## config.mk

```make
export PLATFORM = sky130hd
export DESIGN_NAME = warp_issue_sched
export DESIGN_NICKNAME = d
export VERILOG_FILES = /design/src/rtl/wsched_pkg.sv /design/src/rtl/wsched_slot.sv /design/src/rtl/wsched_alloc.sv /design/src/rtl/wsched_rr.sv /design/src/rtl/warp_issue_sched.sv
export SDC_FILE = /design/constraint.sdc
export NUM_CORES = 1
export LEC_CHECK = 0
export BUFFER_PORTS_ARGS = -buffer_cell sky130_fd_sc_hd__buf_2
export CORE_MARGIN = 3
export CORE_UTILIZATION = 50
export CTS_CLUSTER_SIZE = 12
export DETAILED_ROUTE_END_ITERATION = 8
export PLACE_DENSITY = 0.66
export SLEW_MARGIN = 10
export SYNTH_ARGS = -nofsm -noshare
export SYNTH_HDL_FRONTEND = slang
export SYNTH_SLANG_ARGS = --single-unit
```

## constraint.sdc

```tcl
create_clock -name clk -period 30.7 [get_ports clk]
set_input_delay 4.605 -clock clk [delete_from_list [all_inputs] [get_ports clk]]
set_output_delay 4.605 -clock clk [all_outputs]
set_load 0.005 [all_outputs]
```

## src/rtl/wsched_pkg.sv

```systemverilog
package wsched_pkg;
    localparam int WARP_THREADS = 32;
    localparam int WARP_SHIFT   = $clog2(WARP_THREADS);

    typedef enum logic [1:0] {
        SLOT_FREE  = 2'd0,
        SLOT_READY = 2'd1,
        SLOT_WAIT  = 2'd2
    } slot_state_e;
endpackage

```

## src/rtl/wsched_slot.sv

```systemverilog
module wsched_slot
    import wsched_pkg::*;
(
    input  logic clk,
    input  logic rst_n,
    input  logic take,
    input  logic stall_hit,
    input  logic wake_hit,
    input  logic retire_hit,
    output logic is_free,
    output logic is_ready,
    output logic is_wait
);
    slot_state_e state_q, state_d;

    // state register
    always_ff @(posedge clk or negedge rst_n) begin
        if (!rst_n) state_q <= SLOT_FREE;
        else        state_q <= state_d;
    end

    // transitions: ALLOC, STALL, WAKE, RETIRE
    always_comb begin
        state_d = state_q;
        unique case (state_q)
            SLOT_FREE:  if (take) state_d = SLOT_READY;
            SLOT_READY: begin
                if (retire_hit)     state_d = SLOT_FREE;
                else if (stall_hit) state_d = SLOT_WAIT;
            end
            SLOT_WAIT: begin
                if (retire_hit)    state_d = SLOT_FREE;
                else if (wake_hit) state_d = SLOT_READY;
            end
            default: state_d = SLOT_FREE;
        endcase
    end

    // outputs
    always_comb begin
        is_free  = 1'b0;
        is_ready = 1'b0;
        is_wait  = 1'b0;
        unique case (state_q)
            SLOT_FREE:  is_free  = 1'b1;
            SLOT_READY: is_ready = 1'b1;
            SLOT_WAIT:  is_wait  = 1'b1;
            default:    is_free  = 1'b1;
        endcase
    end

    // a waiting warp stays waiting until woken or retired
    p_wait_holds_r6: assert property (@(posedge clk) disable iff (!rst_n)
        (is_wait && !wake_hit && !retire_hit) |=> is_wait);

    // retire frees a resident slot on the next cycle
    p_retire_frees_r9: assert property (@(posedge clk) disable iff (!rst_n)
        (retire_hit && !is_free) |=> is_free);
endmodule

```

## src/rtl/wsched_alloc.sv

```systemverilog
module wsched_alloc
    import wsched_pkg::*;
#(
    parameter int NUM_WARPS = 24,
    parameter int CNT_W     = 10
) (
    input  logic                 req,
    input  logic [CNT_W-1:0]     threads,
    input  logic [NUM_WARPS-1:0] free_mask,
    output logic                 grant,
    output logic [NUM_WARPS-1:0] take_mask
);
    localparam int SUM_W = CNT_W + 1;

    logic [SUM_W-1:0] need;
    logic [SUM_W-1:0] free_cnt;
    logic [SUM_W-1:0] seen;

    always_comb begin
        need = ({1'b0, threads} + SUM_W'(WARP_THREADS - 1)) >> WARP_SHIFT;
        free_cnt = '0;
        for (int i = 0; i < NUM_WARPS; i++) begin
            if (free_mask[i]) free_cnt = free_cnt + SUM_W'(1);
        end
        grant = req && (need != '0) && (need <= free_cnt);
        seen = '0;
        take_mask = '0;
        for (int i = 0; i < NUM_WARPS; i++) begin
            if (free_mask[i]) begin
                take_mask[i] = grant && (seen < need);
                seen = seen + SUM_W'(1);
            end
        end
    end
endmodule

```

## src/rtl/wsched_rr.sv

```systemverilog
module wsched_rr #(
    parameter int NUM_WARPS = 24,
    parameter int ID_W      = 5
) (
    input  logic [NUM_WARPS-1:0] ready_mask,
    input  logic [ID_W-1:0]      last_id,
    output logic                 valid,
    output logic [ID_W-1:0]      pick_id
);
    int idx;

    always_comb begin
        valid   = 1'b0;
        pick_id = '0;
        idx     = 0;
        for (int k = 1; k <= NUM_WARPS; k++) begin
            idx = int'(last_id) + k;
            if (idx >= NUM_WARPS) idx = idx - NUM_WARPS;
            if (!valid && ready_mask[idx]) begin
                valid   = 1'b1;
                pick_id = ID_W'(idx);
            end
        end
    end
endmodule

```

## src/rtl/warp_issue_sched.sv

```systemverilog
module warp_issue_sched
    import wsched_pkg::*;
#(
    parameter int NUM_WARPS = 24,
    parameter int ID_W      = $clog2(NUM_WARPS),
    parameter int CNT_W     = $clog2(NUM_WARPS * 32 + 1)
) (
    input  logic             clk,
    input  logic             rst_n,
    input  logic             alloc_req,
    input  logic [CNT_W-1:0] alloc_threads,
    output logic             alloc_grant,
    input  logic             stall,
    input  logic             wake_valid,
    input  logic [ID_W-1:0]  wake_id,
    input  logic             retire_valid,
    input  logic [ID_W-1:0]  retire_id,
    output logic             issue_valid,
    output logic [ID_W-1:0]  issue_id,
    output logic             wake_err
);
    logic [NUM_WARPS-1:0] free_mask, ready_mask, wait_mask, take_mask;
    logic [NUM_WARPS-1:0] stall_hit, wake_hit, retire_hit;
    logic [ID_W-1:0]      last_q;
    logic                 wake_ok;

    wsched_alloc #(.NUM_WARPS(NUM_WARPS), .CNT_W(CNT_W)) u_alloc (
        .req(alloc_req), .threads(alloc_threads), .free_mask(free_mask),
        .grant(alloc_grant), .take_mask(take_mask)
    );

    wsched_rr #(.NUM_WARPS(NUM_WARPS), .ID_W(ID_W)) u_rr (
        .ready_mask(ready_mask), .last_id(last_q),
        .valid(issue_valid), .pick_id(issue_id)
    );

    always_comb begin
        wake_ok = 1'b0;
        for (int i = 0; i < NUM_WARPS; i++) begin
            stall_hit[i]  = stall && issue_valid && (issue_id == ID_W'(i));
            wake_hit[i]   = wake_valid && (wake_id == ID_W'(i));
            retire_hit[i] = retire_valid && (retire_id == ID_W'(i));
            if (wake_hit[i] && wait_mask[i]) wake_ok = 1'b1;
        end
    end

    for (genvar g = 0; g < NUM_WARPS; g++) begin : g_slot
        wsched_slot u_slot (
            .clk(clk), .rst_n(rst_n), .take(take_mask[g]),
            .stall_hit(stall_hit[g]), .wake_hit(wake_hit[g]),
            .retire_hit(retire_hit[g]),
            .is_free(free_mask[g]), .is_ready(ready_mask[g]),
            .is_wait(wait_mask[g])
        );
    end

    always_ff @(posedge clk or negedge rst_n) begin
        if (!rst_n) begin
            last_q   <= ID_W'(NUM_WARPS - 1);
            wake_err <= 1'b0;
        end else begin
            if (issue_valid) last_q <= issue_id;
            wake_err <= wake_valid && !wake_ok;
        end
    end

    // issued warp is one of the ready slots
    p_issue_ready_r4: assert property (@(posedge clk) disable iff (!rst_n)
        issue_valid |-> ready_mask[issue_id]);
    // something ready means something issues
    p_no_idle_r4: assert property (@(posedge clk) disable iff (!rst_n)
        (ready_mask != '0) |-> issue_valid);
    // never pick a waiting warp
    p_no_wait_issue_r6: assert property (@(posedge clk) disable iff (!rst_n)
        issue_valid |-> !wait_mask[issue_id]);
    // allocation only takes free slots
    p_take_free_r2: assert property (@(posedge clk) disable iff (!rst_n)
        (take_mask & ~free_mask) == '0);
    // a grant takes at least one slot
    p_grant_takes_r2: assert property (@(posedge clk) disable iff (!rst_n)
        alloc_grant |-> $countones(take_mask) != 0);
    // bad wake-up flagged next cycle
    p_wake_err_r8: assert property (@(posedge clk) disable iff (!rst_n)
        (wake_valid && !wake_ok) |=> wake_err);
endmodule

```

## Yosys cells after proc, flatten, opt, wreduce, memory -nomap -nowiden

Index checks and enable logic that the tools add are counted.

- $add $sub $neg: 72
- Magnitude comparators: 73
- Equality and inequality tests: 189
- Mux-type cells: 408
- Reduce and logical (&&, ||, !) cells: 247

Operators with widths:

| operator | count |
|---|---|
| 32-bit by 6-bit >= comparator with 1-bit output, second input constant | 24 |
| 32-bit by 7-bit < comparator with 1-bit output, second input constant | 24 |
| 32-bit two-way mux | 24 |
| 32-bit by 6-bit subtractor with 32-bit output, second input constant | 24 |
| 11-bit by 1-bit adder with 11-bit output, second input constant | 23 |
| 11-bit by 6-bit < comparator with 1-bit output | 23 |
| 11-bit two-way mux | 23 |
| 2-bit two-way mux | 120 |
| 1-bit two-way mux | 169 |
| 1-bit logical AND | 147 |
| 3-bit by 1-bit != test with 1-bit output, second input constant | 48 |
| 2-bit case mux with 3 select lines | 24 |
| 1-bit binary-select mux with 5-bit select | 24 |
| 5-bit by 4-bit equality test with 1-bit output, second input constant | 24 |
| 5-bit equality test, second input constant | 24 |
| 5-bit two-way mux | 24 |
| 3-bit AND reduction | 24 |
| 5-bit by 3-bit equality test with 1-bit output, second input constant | 12 |
| 5-bit by 5-bit adder with 6-bit output, second input constant | 9 |
| 5-bit by 4-bit adder with 6-bit output, second input constant | 8 |
| 2-bit by 1-bit equality test with 1-bit output, second input constant | 24 |
| 2-bit equality test, second input constant | 24 |
| 2-bit zero test | 24 |
| 2-bit by 1-bit != test with 1-bit output, second input constant | 24 |
| 12 further kinds | 71 |

- Flip-flop bits (word level): 54
- Input bits: 26
- Word-level logic and storage cells: 1015

## Depth between registers and ports, before layout

Gate-level depths: netlist of the first run.

- Depth after elaboration: 81
- Mapped depth: 86
- Gate-level depth less buffers: 85

## Hierarchy

A second synthesis of the first run with hierarchy kept.

- Cell total of the unflattened synthesis: 2258
- Area total of the unflattened synthesis: 18555.3 sq um

Modules (own cells, without submodules):

| module | times used | cells an instance | area an instance (sq um) |
|---|---|---|---|
| wsched_alloc | 1 | 837 | 6561.3 |
| wsched_rr | 1 | 749 | 5850.6 |
| wsched_slot at g_slot[0].u_slot ... | 20 | 21 | 214.0 |
| warp_issue_sched | 1 | 173 | 1064.8 |
| wsched_slot at g_slot[19].u_slot ... | 3 | 20 | 200.2 |
| wsched_slot at g_slot[4].u_slot | 1 | 19 | 198.9 |

## Worst setup path after synthesis of the first run

No wires, ideal clock.

- Path kind: register to output
- Start point: reg g_slot[0].u_slot.state_q[0]
- End point: out alloc_grant
- Arrival time: 15437 ps
- Required time: 26095 ps
- Path slack: 10658 ps
- Cell stages (with the launch flop): 84
- Path through: dfrtp_1 > inv_1 > ha_1 > inv_1 > ha_1 > clkbuf_1 > xnor2_1 > ha_1 > nor2_1 > a31oi_1 > xnor2_1 > inv_1 > ha_1 > nor2_1 > a21oi_1 > ha_1 > nand2b_1 > nand2_1 > (+48 left out) > ha_1 > nor2b_1 > nor2b_1 > a32oi_2 > xnor2_2 > nand2_1 > nor2_1 > xnor2_1 > ha_1 > nand3_1 > o21ai_0 > o21a_1 > o211ai_1 > a21oi_1 > nor2_1 > nor3_2 > buf_2 > inv_2

- Longest elaborated chain between the ends: 51
- Elaborated cells between the ends (all ways): 52

Ends and longest elaborated chain:

| what | RTL line | text |
|---|---|---|
| start, declared | wsched_slot.sv:14 | `slot_state_e state_q, state_d;` |
| start signal, assigned | wsched_slot.sv:19 | `else state_q <= state_d;` |
| 2-bit by 1-bit equality test with 1-bit output or 2-bit equality test (tied branches) | wsched_slot.sv:44 | `unique case (state_q)` |
| 2-bit OR reduction (no source line) * | -- |  |
| 1-bit two-way mux * | wsched_alloc.sv:23 | `if (free_mask[i]) free_cnt = free_cnt + SUM_W'(1);` |
| 11-bit by 1-bit adder with 11-bit output | wsched_alloc.sv:23 |  |
| 11-bit two-way mux * | -- |  |
| 11-bit by 1-bit adder with 11-bit output | wsched_alloc.sv:23 |  |
| 11-bit two-way mux * | -- |  |
| 11-bit by 1-bit adder with 11-bit output | wsched_alloc.sv:23 |  |
| (+35 left out) | -- |  |
| 11-bit by 1-bit adder with 11-bit output | wsched_alloc.sv:23 |  |
| 11-bit two-way mux * | -- |  |
| 11-bit by 1-bit adder with 11-bit output | wsched_alloc.sv:23 |  |
| 11-bit two-way mux * | -- |  |
| 11-bit by 1-bit adder with 11-bit output | wsched_alloc.sv:23 |  |
| 11-bit two-way mux * | wsched_alloc.sv:23 |  |
| 6-bit by 11-bit less-or-equal comparator with 1-bit output * | wsched_alloc.sv:25 | `grant = req && (need != '0) && (need <= free_cnt);` |
| 1-bit logical AND * | wsched_alloc.sv:25 |  |
| end, declared | warp_issue_sched.sv:12 | `output logic alloc_grant,` |

Mark *: on every way between the ends. The rest lies on a longest branch, timed or not.

## Worst setup path in the final report of the first run

Same ends and word-level chain as after synthesis.

==> impl_metrics.py, run 1 <==
metrics = {
    "sta": {
        "finalCriticalPeriod_ns": 23.01,
        "setup_tns_ns": 0,
        "worst_clock_skew_ns": 0.01205,
        "slew_headroom": 0.2603,
        "fmax_mhz": 43.45,
        "setup_slack_ns": 7.687,
        "max_slew.worst_pin.slew_ns": 1.098,
        "rsz0062_at_grt": "false",
        "finalSetupViolCount": 0,
        "finalHoldViolations": 0,
        "fin_crit_sh": 0.7496,
        "drv_slew": 0,
    },
    "setup_path": {
        "slowest_stage": "xnor2_1",
        "path_class": "register to output port",
        "r2r_slack_ns": 12.29,
        "crit_arrival_ns": 18.41,
        "timing.rr.end": "g_slot[8].u_slot.state_q[0]",
        "startpoint_type": "register",
        "cp_max_fo": 21,
        "cp_common_cell": "ha_1",
        "r2r_cells": 84,
        "end_kind": "output port",
        "worstReg2RegStart": "g_slot[0].u_slot.state_q[0]",
        "cp.required_ns": 26.10,
        "crit_path_max_incr_delay_ns": 0.64,
    },
    "drt": {
        "num_vias": 18590,
        "wl_per_cell_microns": 22.05,
        "route.detailed.drc": 0,
        "via_per_inst": 6.586,
        "detail_route.iter0.violations": 1421,
        "wirelength_microns": 62240,
        "first_pass_iters": 6,
        "ant_nets": 0,
    },
    "synth": {
        "synth_top_area_cell": "ha_1",
        "yosys.cell_types.count": 112,
        "synth-main-ff-cell": "dfrtp_1",
        "avgSynthCellArea_sq_um": 7.546,
        "netlist_instances": 2378,
        "syn-cell-area_sq_um": 17940,
        "synth_edf_count": 0,
        "synth_top_area_frac": 0.1841,
        "ys_ff_latch": 54,
        "yosysSeqAreaShare": 0.07559,
        "async_flop_share": 1.000,
        "yosys-top-cells-area": "ha_1 (18%), dfrtp_1 (7.0%), nand2_1 (4.9%)",
        "ys_warn_count": 0,
    },
    "clocking": {
        "ctsResizeCount": 0,
        "postCtsSetupBuffers": 0,
        "clk_path_buf_depth": 2,
        "cts.sinks": 54,
        "cts_tree": "built",
        "cts_made_buffers": 5,
        "insertion_delay_ns": 0.32,
        "ctsHtreeMaxLevel": 2,
        "cts_hold_repair.buffers": 0,
        "path_clk_slew_ns": 0.08,
        "root_buffer": "clkbuf_16",
    },
    "global_routing": {
        "grt_max_degree": 55,
        "grt_usage": 0.3132,
        "antenna_found_initial": 0,
        "overflow": 0,
        "first_global_vias": 17720,
        "grt_pass1_wl_microns": 97430,
    },
    "finish": {
        "fin_nets": 2656,
        "multi_input_area_sq_um": 15680,
        "area_growth_pct": 4.449,
        "fill_cells": 3422,
        "drive_gt1_frac": 0.08703,
        "seqCellArea_sq_um": 1356,
    },
    "run_status": {
        "status": "finished clean",
    },
    "placed_design": {
        "place_hpwl_microns": 50420,
        "port-buffer-count": 33,
        "place_congestion": 0.9989,
        "pre_cts_ws_ns": 8.257,
    },
    "run": {
        "maxCapViolCount": 0,
    },
    "hold_path": {
        "min_delay_path_depth": 1,
        "hold_class": "register to register",
        "hold_end": "g_slot[11].u_slot.state_q[0]",
        "min_from": "g_slot[11].u_slot.state_q[0]",
    },
    "floorplan": {
        "dieWidth_microns": 195.4,
        "ios": 34,
        "core_sq_um": 34970,
        "die-area_sq_um": 38200,
        "start_util": 0.5131,
        "rows": 68,
        "fp.dieH_microns": 195.4,
    },
}
cells in the final DEF, fill, tap and decap left out, types with 19 or more instances in the layout:
cell,synthesis,final
ha_1,264,264
nand2_1,233,233
nor2_1,166,166
o21ai_0,149,149
inv_1,145,145
a21oi_1,137,137
nand3_1,79,79
mux2i_1,69,69
xnor2_1,67,67
nor2b_1,66,66
nand2b_1,63,63
nor3_1,50,50
dfrtp_1,50,50
o211ai_1,39,39
a31oi_1,35,35
o21a_1,33,33
buf_2,17,33
buf_4,0,28
and2_1,27,27
a21boi_0,26,26
mux4_2,26,26
a211oi_1,25,25
mux2_2,25,25
xor2_1,24,24
nand3b_1,23,23
and3_1,22,22
or2_2,19,19
nor3b_1,19,19
or3_1,19,19
nand4_1,19,19
a21o_1,19,19
cells by family after synthesis:
kind of cell,count (synthesis),share of synthesized area
AO/OA/AOI/OAI,696,0.2664
XOR/XNOR,122,0.07949
adder cells (fa/ha/maj),266,0.1852
buffers and inverters,241,0.05188
flip-flops,54,0.07559
multiplexers,129,0.09267
other,1,0.0002090
AND/OR/NAND/NOR,869,0.2485
layout make-up:
cell class / instances / share of cell area
inverters: 156 / 0.03151
diodes: 1 / 0.0001335
well taps: 455 / 0.03038
multi-input cells: 2088 / 0.8368
clock buffers: 5 / 0.006676
flip-flops and latches: 54 / 0.07237
clock inverters: 3 / 0.002136
repair buffers: 61 / 0.02003
worst max path at each step:
stage,to,cells after the start,slack (ns),startpoint
after CTS,alloc_grant,83,7.87,g_slot[0].u_slot.state_q[0]
after global placement,alloc_grant,83,8.92,g_slot[0].u_slot.state_q[0]
after floorplan,alloc_grant,83,10.66,g_slot[0].u_slot.state_q[0]
final,alloc_grant,83,7.69,g_slot[0].u_slot.state_q[0]
after global routing,alloc_grant,83,6.35,g_slot[0].u_slot.state_q[0]
after detailed placement,alloc_grant,83,8.26,g_slot[0].u_slot.state_q[0]
metal layers:
| metal | GRT usage | share of wire |
|---|---|---|
| met1 | 0.3767 | 0.40 |
| met2 | 0.5507 | 0.49 |
| met3 | 0.02467 | 0.054 |
| met4 | 0.1751 | 0.062 |
| met5 | 0 | 0 |
synth_stat cells, types with 19 or more instances:
master,number
a21oi_1,137
o21a_1,33
or2_2,19
ha_1,264
nand2b_1,63
nor2_1,166
inv_1,145
and3_1,22
nor3_1,50
xor2_1,24
mux2_2,25
dfrtp_1,50
a31oi_1,35
mux4_2,26
o21ai_0,149
a21boi_0,26
clkbuf_1,60
and2_1,27
nand3b_1,23
or3_1,19
xnor2_1,67
o211ai_1,39
nor2b_1,66
nand2_1,233
nand4_1,19
a211oi_1,25
mux2i_1,69
nor3b_1,19
nand3_1,79
a21o_1,19
state kept, by name (all words and copies together), names as in the netlist:
name	flops
last_q	5
wake_err	1
g_slot.u_slot.state_q	48
per-stage QoR:
| stage | util | cell area, sq um | instances | hold slack, ns |
|---|---|---|---|---|
| CTS | 0.5359 | 18740 | 2822 | 0.5665 |
| detailed placement | 0.5312 | 18570 | 2814 | 0.5477 |
| floorplan | - | 17960 | 2383 | 0.5164 |
| finish | 0.5360 | 18740 | 2823 | 0.5625 |
| global placement | 0.5310 | 18570 | 2814 | 0.5335 |
| global route | 0.5359 | 18740 | 2822 | 0.5920 |
worst max-delay path, delay by kind of cell, from the launching register on:
family          cells  cell delay, ns
fa+ha+maj          22            6.72
compound gates     18            4.30
simple gates       29            3.70
xor+xnor            4            1.28
buf+inv             7            1.05
mux                 3            0.63
flops               1            0.39
Power of run 1 is left out: the tool's default activity adds up to more than one toggle a clock period on the data nets, which glitch-free logic cannot reach.
==> run 2, diff against run 1 <==
Settings changed: ABC_AREA from default to 1.
Clock period 30.7 ns to 23.8 ns, I/O delays scaled along.
==> impl_metrics.py, run 2 <==
metrics = {
    "drt": {
        "via_per_inst": 5.444,
        "num_vias": 16330,
        "detail_route.iter0.violations": 1129,
        "route.detailed.drc": 0,
        "ant_nets": 0,
        "first_pass_iters": 9,
        "wl_per_cell_microns": 15.80,
        "wirelength_microns": 47390,
    },
    "setup_path": {
        "startpoint_type": "register",
        "cp_common_cell": "nand2_1",
        "worstReg2RegStart": "g_slot[0].u_slot.state_q[0]",
        "path_class": "register to output port",
        "crit_arrival_ns": 15.19,
        "crit_path_max_incr_delay_ns": 0.40,
        "slowest_stage": "dfrtp_1",
        "cp_max_fo": 25,
        "end_kind": "output port",
        "startpoint": "g_slot[0].u_slot.state_q[0]",
        "cp.required_ns": 20.23,
    },
    "clocking": {
        "root_buffer": "clkbuf_16",
        "ctsHtreeMaxLevel": 2,
        "postCtsSetupBuffers": 0,
        "clk_path_buf_depth": 2,
        "ctsResizeCount": 0,
        "path_clk_slew_ns": 0.09,
        "insertion_delay_ns": 0.33,
        "cts_made_buffers": 5,
        "cts_hold_repair.buffers": 0,
        "cts.sinks": 54,
        "cts_tree": "built",
    },
    "global_routing": {
        "grt_usage": 0.2784,
        "grt_max_degree": 55,
        "antenna_found_initial": 0,
        "overflow": 0,
        "first_global_vias": 15470,
        "grt_pass1_wl_microns": 76650,
    },
    "placed_design": {
        "port-buffer-count": 33,
        "place_congestion": 0.9797,
        "place_hpwl_microns": 39660,
    },
    "finish": {
        "area_growth_pct": 4.631,
        "regMostFlops": "g_slot.u_slot.state_q",
        "final_common_cell": "nand2_1",
        "top_regs": "g_slot.u_slot.state_q (48), last_q (5), wake_err (1)",
        "fin_nets": 2893,
        "diodes": 0,
        "final_cell_mix": "nand2_1 (608), inv_1 (427), ha_1 (264)",
        "drive_gt1_frac": 0.1363,
        "largest_reg_flops": 48,
    },
    "sta": {
        "rsz0062_at_grt": "false",
        "finalSetupViolCount": 0,
        "fmax_mhz": 53.30,
        "finalHoldViolations": 0,
        "max_slew.worst_pin.slew_ns": 1.082,
        "drv_slew": 0,
        "setup_tns_ns": 0,
        "fin_crit_sh": 0.7883,
        "finalCriticalPeriod_ns": 18.76,
        "worst_clock_skew_ns": 0.01004,
        "slew_headroom": 0.2601,
    },
    "floorplan": {
        "fp.dieH_microns": 184.1,
        "start_util": 0.5131,
        "ios": 34,
        "rows": 64,
        "dieWidth_microns": 184.1,
        "die-area_sq_um": 33890,
        "core_sq_um": 30910,
    },
    "hold_path": {
        "min_from": "g_slot[10].u_slot.state_q[1]",
        "hold_class": "register to register",
    },
    "run": {
        "maxCapViolCount": 0,
    },
    "synth": {
        "yosysMostFrequentCell": "nand2_1",
        "synthTopCellsByCount": "nand2_1 (608), inv_1 (427), ha_1 (264), nor2_1 (229), nand3_1 (165)",
        "ys_ff_latch": 54,
        "synth_top_area_frac": 0.2083,
        "syn-cell-area_sq_um": 15860,
        "netlist_instances": 2575,
        "synth_top_area_cell": "ha_1",
        "async_flop_share": 1.000,
        "synth-main-ff-cell": "dfrtp_1",
        "synth_edf_count": 0,
        "yosys.cell_types.count": 65,
        "yosysSeqAreaShare": 0.08552,
        "yosys-top-cells-area": "ha_1 (21%), nand2_1 (14%), inv_1 (10%)",
        "avgSynthCellArea_sq_um": 6.159,
        "ys_warn_count": 0,
    },
    "run_status": {
        "status": "finished clean",
    },
}
## run 2: cell count changes after synthesis, sizes merged, moves of 35 or more
| cell | change |
|---|---|
| mux2i | -55 |
| nor2 | +92 |
| nand2 | +518 |
| xnor2 | -77 |
| clkbuf | -44 |
| nand2b | -63 |
| nor2b | -66 |
| inv | +304 |
| nor3 | -35 |
| nand3 | +157 |
## run 2: through the flow
step	cells	util	hold WS [ns]	area, sq um	setup WS (ns)
floorplan	2580	-	0.4900	15880	6.897
global route	3000	0.5368	0.5750	16590	3.711
detailed placement	2992	0.5319	0.5203	16440	5.421
finish	3000	0.5368	0.5387	16590	5.039
global placement	2992	0.5319	0.5132	16440	5.774
CTS	3000	0.5368	0.5442	16590	5.022
## run 2: routing by layer
| layer | global-route usage | up-vias | routed length, microns |
|---|---|---|---|
| met2 | 0.5063 | 399 | 22850 |
| met5 | 0 | - | 0 |
| met4 | 0.09404 | 0 | 1622 |
| met1 | 0.3483 | 7462 | 20860 |
| met3 | 0.01875 | 93 | 2062 |
| li1 | - | 8379 | - |
## run 2: worst paths after layout
check | to | cells after the start | slack (ns)
max | alloc_grant | 84 | 5.04
min | g_slot[10].u_slot.state_q[1] | 2 | 0.54
max reg2reg | g_slot[22].u_slot.state_q[1] | 86 | 8.48
min reg2reg | g_slot[10].u_slot.state_q[1] | 2 | 0.54
max in group asynchronous | last_q[3] | 2 | 19.86
min in group asynchronous | g_slot[22].u_slot.state_q[1] | 2 | 3.38
## run 2: critical path: cells and delay by family (launching register included)
| kind | cells | cell delay (ns) |
|---|---|---|
| flops | 1 | 0.40 |
| buf+inv | 10 | 0.82 |
| compound gates | 6 | 1.31 |
| fa+ha+maj | 23 | 6.54 |
| simple gates | 45 | 5.79 |
## run 2: layout make-up
| type | instances | area (sq um) |
|---|---|---|
| Inverter | 462 | 1734 |
| Clock buffer | 5 | 125.1 |
| Tap cell | 396 | 495.5 |
| Sequential cell | 54 | 1356 |
| Clock inverter | 3 | 28.78 |
| Multi-Input combinational cell | 2038 | 12620 |
| Fill cell | 3182 | 14320 |
| Timing Repair Buffer | 42 | 232.7 |
## run 2: kinds of logic (layout without fill, tap and decap cells)
group	count (synthesis)	after routing	share of synthesized area
AOI/OAI and AO/OA	415	415	0.1581
xor gates and xnor gates	31	31	0.01878
adders and majority gates	264	264	0.2083
buffers and inverters	488	512	0.1206
DFF	54	54	0.08552
muxes	14	14	0.008836
other	1	6	0.0002365
and+or+nand+nor	1308	1308	0.3997
Power of run 2 is left out for the same reason.
==> run 3, diff against run 2 <==
Settings changed: PLACE_DENSITY 0.66 to 0.68.
Clock period 23.8 ns to 16.2 ns, I/O delays scaled along.
==> impl_metrics.py, run 3 (same netlist as run 2, synthesis figures left out) <==
metrics = {
    "floorplan": {
        "rows": 64,
        "ios": 34,
        "dieWidth_microns": 184.1,
        "die-area_sq_um": 33890,
        "start_util": 0.5131,
        "fp.dieH_microns": 184.1,
        "core_sq_um": 30910,
    },
    "finish": {
        "final_common_cell": "nand2_1",
        "multi_input_area_sq_um": 12830,
        "fill_cells": 3062,
        "top_regs": "g_slot.u_slot.state_q (48), last_q (5), wake_err (1)",
        "fin_nets": 2921,
        "diodes": 0,
        "final_core_util": 0.5511,
        "seqCellArea_sq_um": 1356,
        "regMostFlops": "g_slot.u_slot.state_q",
        "final_cell_mix": "nand2_1 (587), inv_1 (419), ha_1 (255)",
        "area_growth_pct": 7.408,
        "largest_reg_flops": 48,
        "drive_gt1_frac": 0.1645,
    },
    "setup_path": {
        "startpoint": "g_slot[1].u_slot.state_q[1]",
        "crit_end": "alloc_grant",
        "cp.depth": 83,
        "r2r_slack_ns": 2.49,
        "cp_common_cell": "nand2_2",
        "startpoint_type": "register",
        "end_kind": "output port",
        "r2r_cells": 87,
        "cp.required_ns": 13.77,
        "worstReg2RegStart": "g_slot[1].u_slot.state_q[1]",
        "crit_path_max_incr_delay_ns": 0.36,
        "cp_num_buf_inv": 9,
        "crit_arrival_ns": 13.22,
        "cp_top_family": "adder cells",
        "slowest_stage": "dfrtp_1",
        "timing.rr.end": "g_slot[5].u_slot.state_q[1]",
        "path_class": "register to output port",
        "cp_max_fo": 5,
    },
    "clocking": {
        "cts_made_buffers": 5,
        "cts_tree": "built",
        "path_clk_slew_ns": 0.08,
        "cts_hold_repair.buffers": 0,
        "cts.sinks": 54,
        "root_buffer": "clkbuf_16",
        "ctsHtreeMaxLevel": 2,
        "insertion_delay_ns": 0.32,
        "clk_path_buf_depth": 2,
    },
    "global_routing": {
        "overflow": 0,
        "grt_max_degree": 55,
        "antenna_found_initial": 0,
        "grt_pass1_wl_microns": 78310,
        "grt_usage": 0.2839,
        "first_global_vias": 15610,
    },
    "sta": {
        "worst_clock_skew_ns": 0.01390,
        "fin_crit_sh": 0.9659,
        "setup_slack_ns": 0.5518,
        "finalCriticalPeriod_ns": 15.65,
        "max_slew.worst_pin.slew_ns": 1.149,
        "drv_slew": 0,
        "slew_headroom": 0.2142,
        "fmax_mhz": 63.91,
        "finalSetupViolCount": 0,
        "hold_ws_ns": 0.5374,
        "finalHoldViolations": 0,
    },
    "hold_path": {
        "min_from": "g_slot[12].u_slot.state_q[0]",
        "hold_class": "register to register",
    },
    "drt": {
        "via_per_inst": 5.524,
        "wl_per_cell_microns": 16.30,
        "detail_route.iter0.violations": 1202,
        "route.detailed.drc": 0,
        "first_pass_iters": 7,
        "wirelength_microns": 49360,
        "num_vias": 16730,
        "ant_nets": 0,
    },
    "placed_design": {
        "pre_cts_ws_ns": -0.3499,
        "port-buffer-count": 33,
        "place_hpwl_microns": 40330,
        "place_congestion": 0.9911,
    },
    "run_status": {
        "status": "finished clean",
    },
    "run": {
        "maxCapViolCount": 0,
    },
}
==> run 3: tightest hold or removal path, stage by stage (launching register included) <==
cell     delay (ns)
dfrtp_1        0.39
nand2_1        0.07
nand2_1        0.05
==> run 3: how the worst min path moves through the flow <==
stage                                               to  slack, ns  depth (start not counted)
after detailed placement   g_slot[7].u_slot.state_q[1]       0.52                          2
after global placement     g_slot[2].u_slot.state_q[1]       0.51                          2
after global routing      g_slot[13].u_slot.state_q[1]       0.57                          2
final                     g_slot[12].u_slot.state_q[0]       0.54                          2
after floorplan            g_slot[0].u_slot.state_q[1]       0.49                          2
after CTS                  g_slot[7].u_slot.state_q[1]       0.54                          2
==> run 3: final cells by class <==
class                           count  share of cell area
Clock buffer                        5            0.007345
Clock inverter                      3            0.002791
Inverter                          462              0.1018
Multi-Input combinational cell   2038              0.7533
Sequential cell                    54             0.07962
Tap cell                          396             0.02909
Timing Repair Buffer               70             0.02600
==> run 3: through the flow <==
stage | cell area, sq um | std cells | setup TNS [ns]
final | 17030 | 3028 | 0
after global routing | 17030 | 3028 | -0.09905
after CTS | 16800 | 3015 | 0
after detailed placement | 16510 | 3002 | -0.3499
after global placement | 16510 | 3002 | 0
after floorplan | 15880 | 2580 | 0
==> run 3: what timing repair did <==
item / 4_1_cts / 5_1_grt
resized for setup: 16 / 38
pin swaps: 4 / 21
endpoints found under the setup margin: 1 / 1
gates cloned: 0 / 0
buffers inserted: 5 / 13
==> run 3: routing by layer <==
layer	wire, microns	share of wire	track usage
met1	22090	0.45	0.3700
met2	22950	0.46	0.4934
met3	2368	0.048	0.02072
met4	1953	0.040	0.1034
met5	0	0	0
Power of run 3 is left out for the same reason.
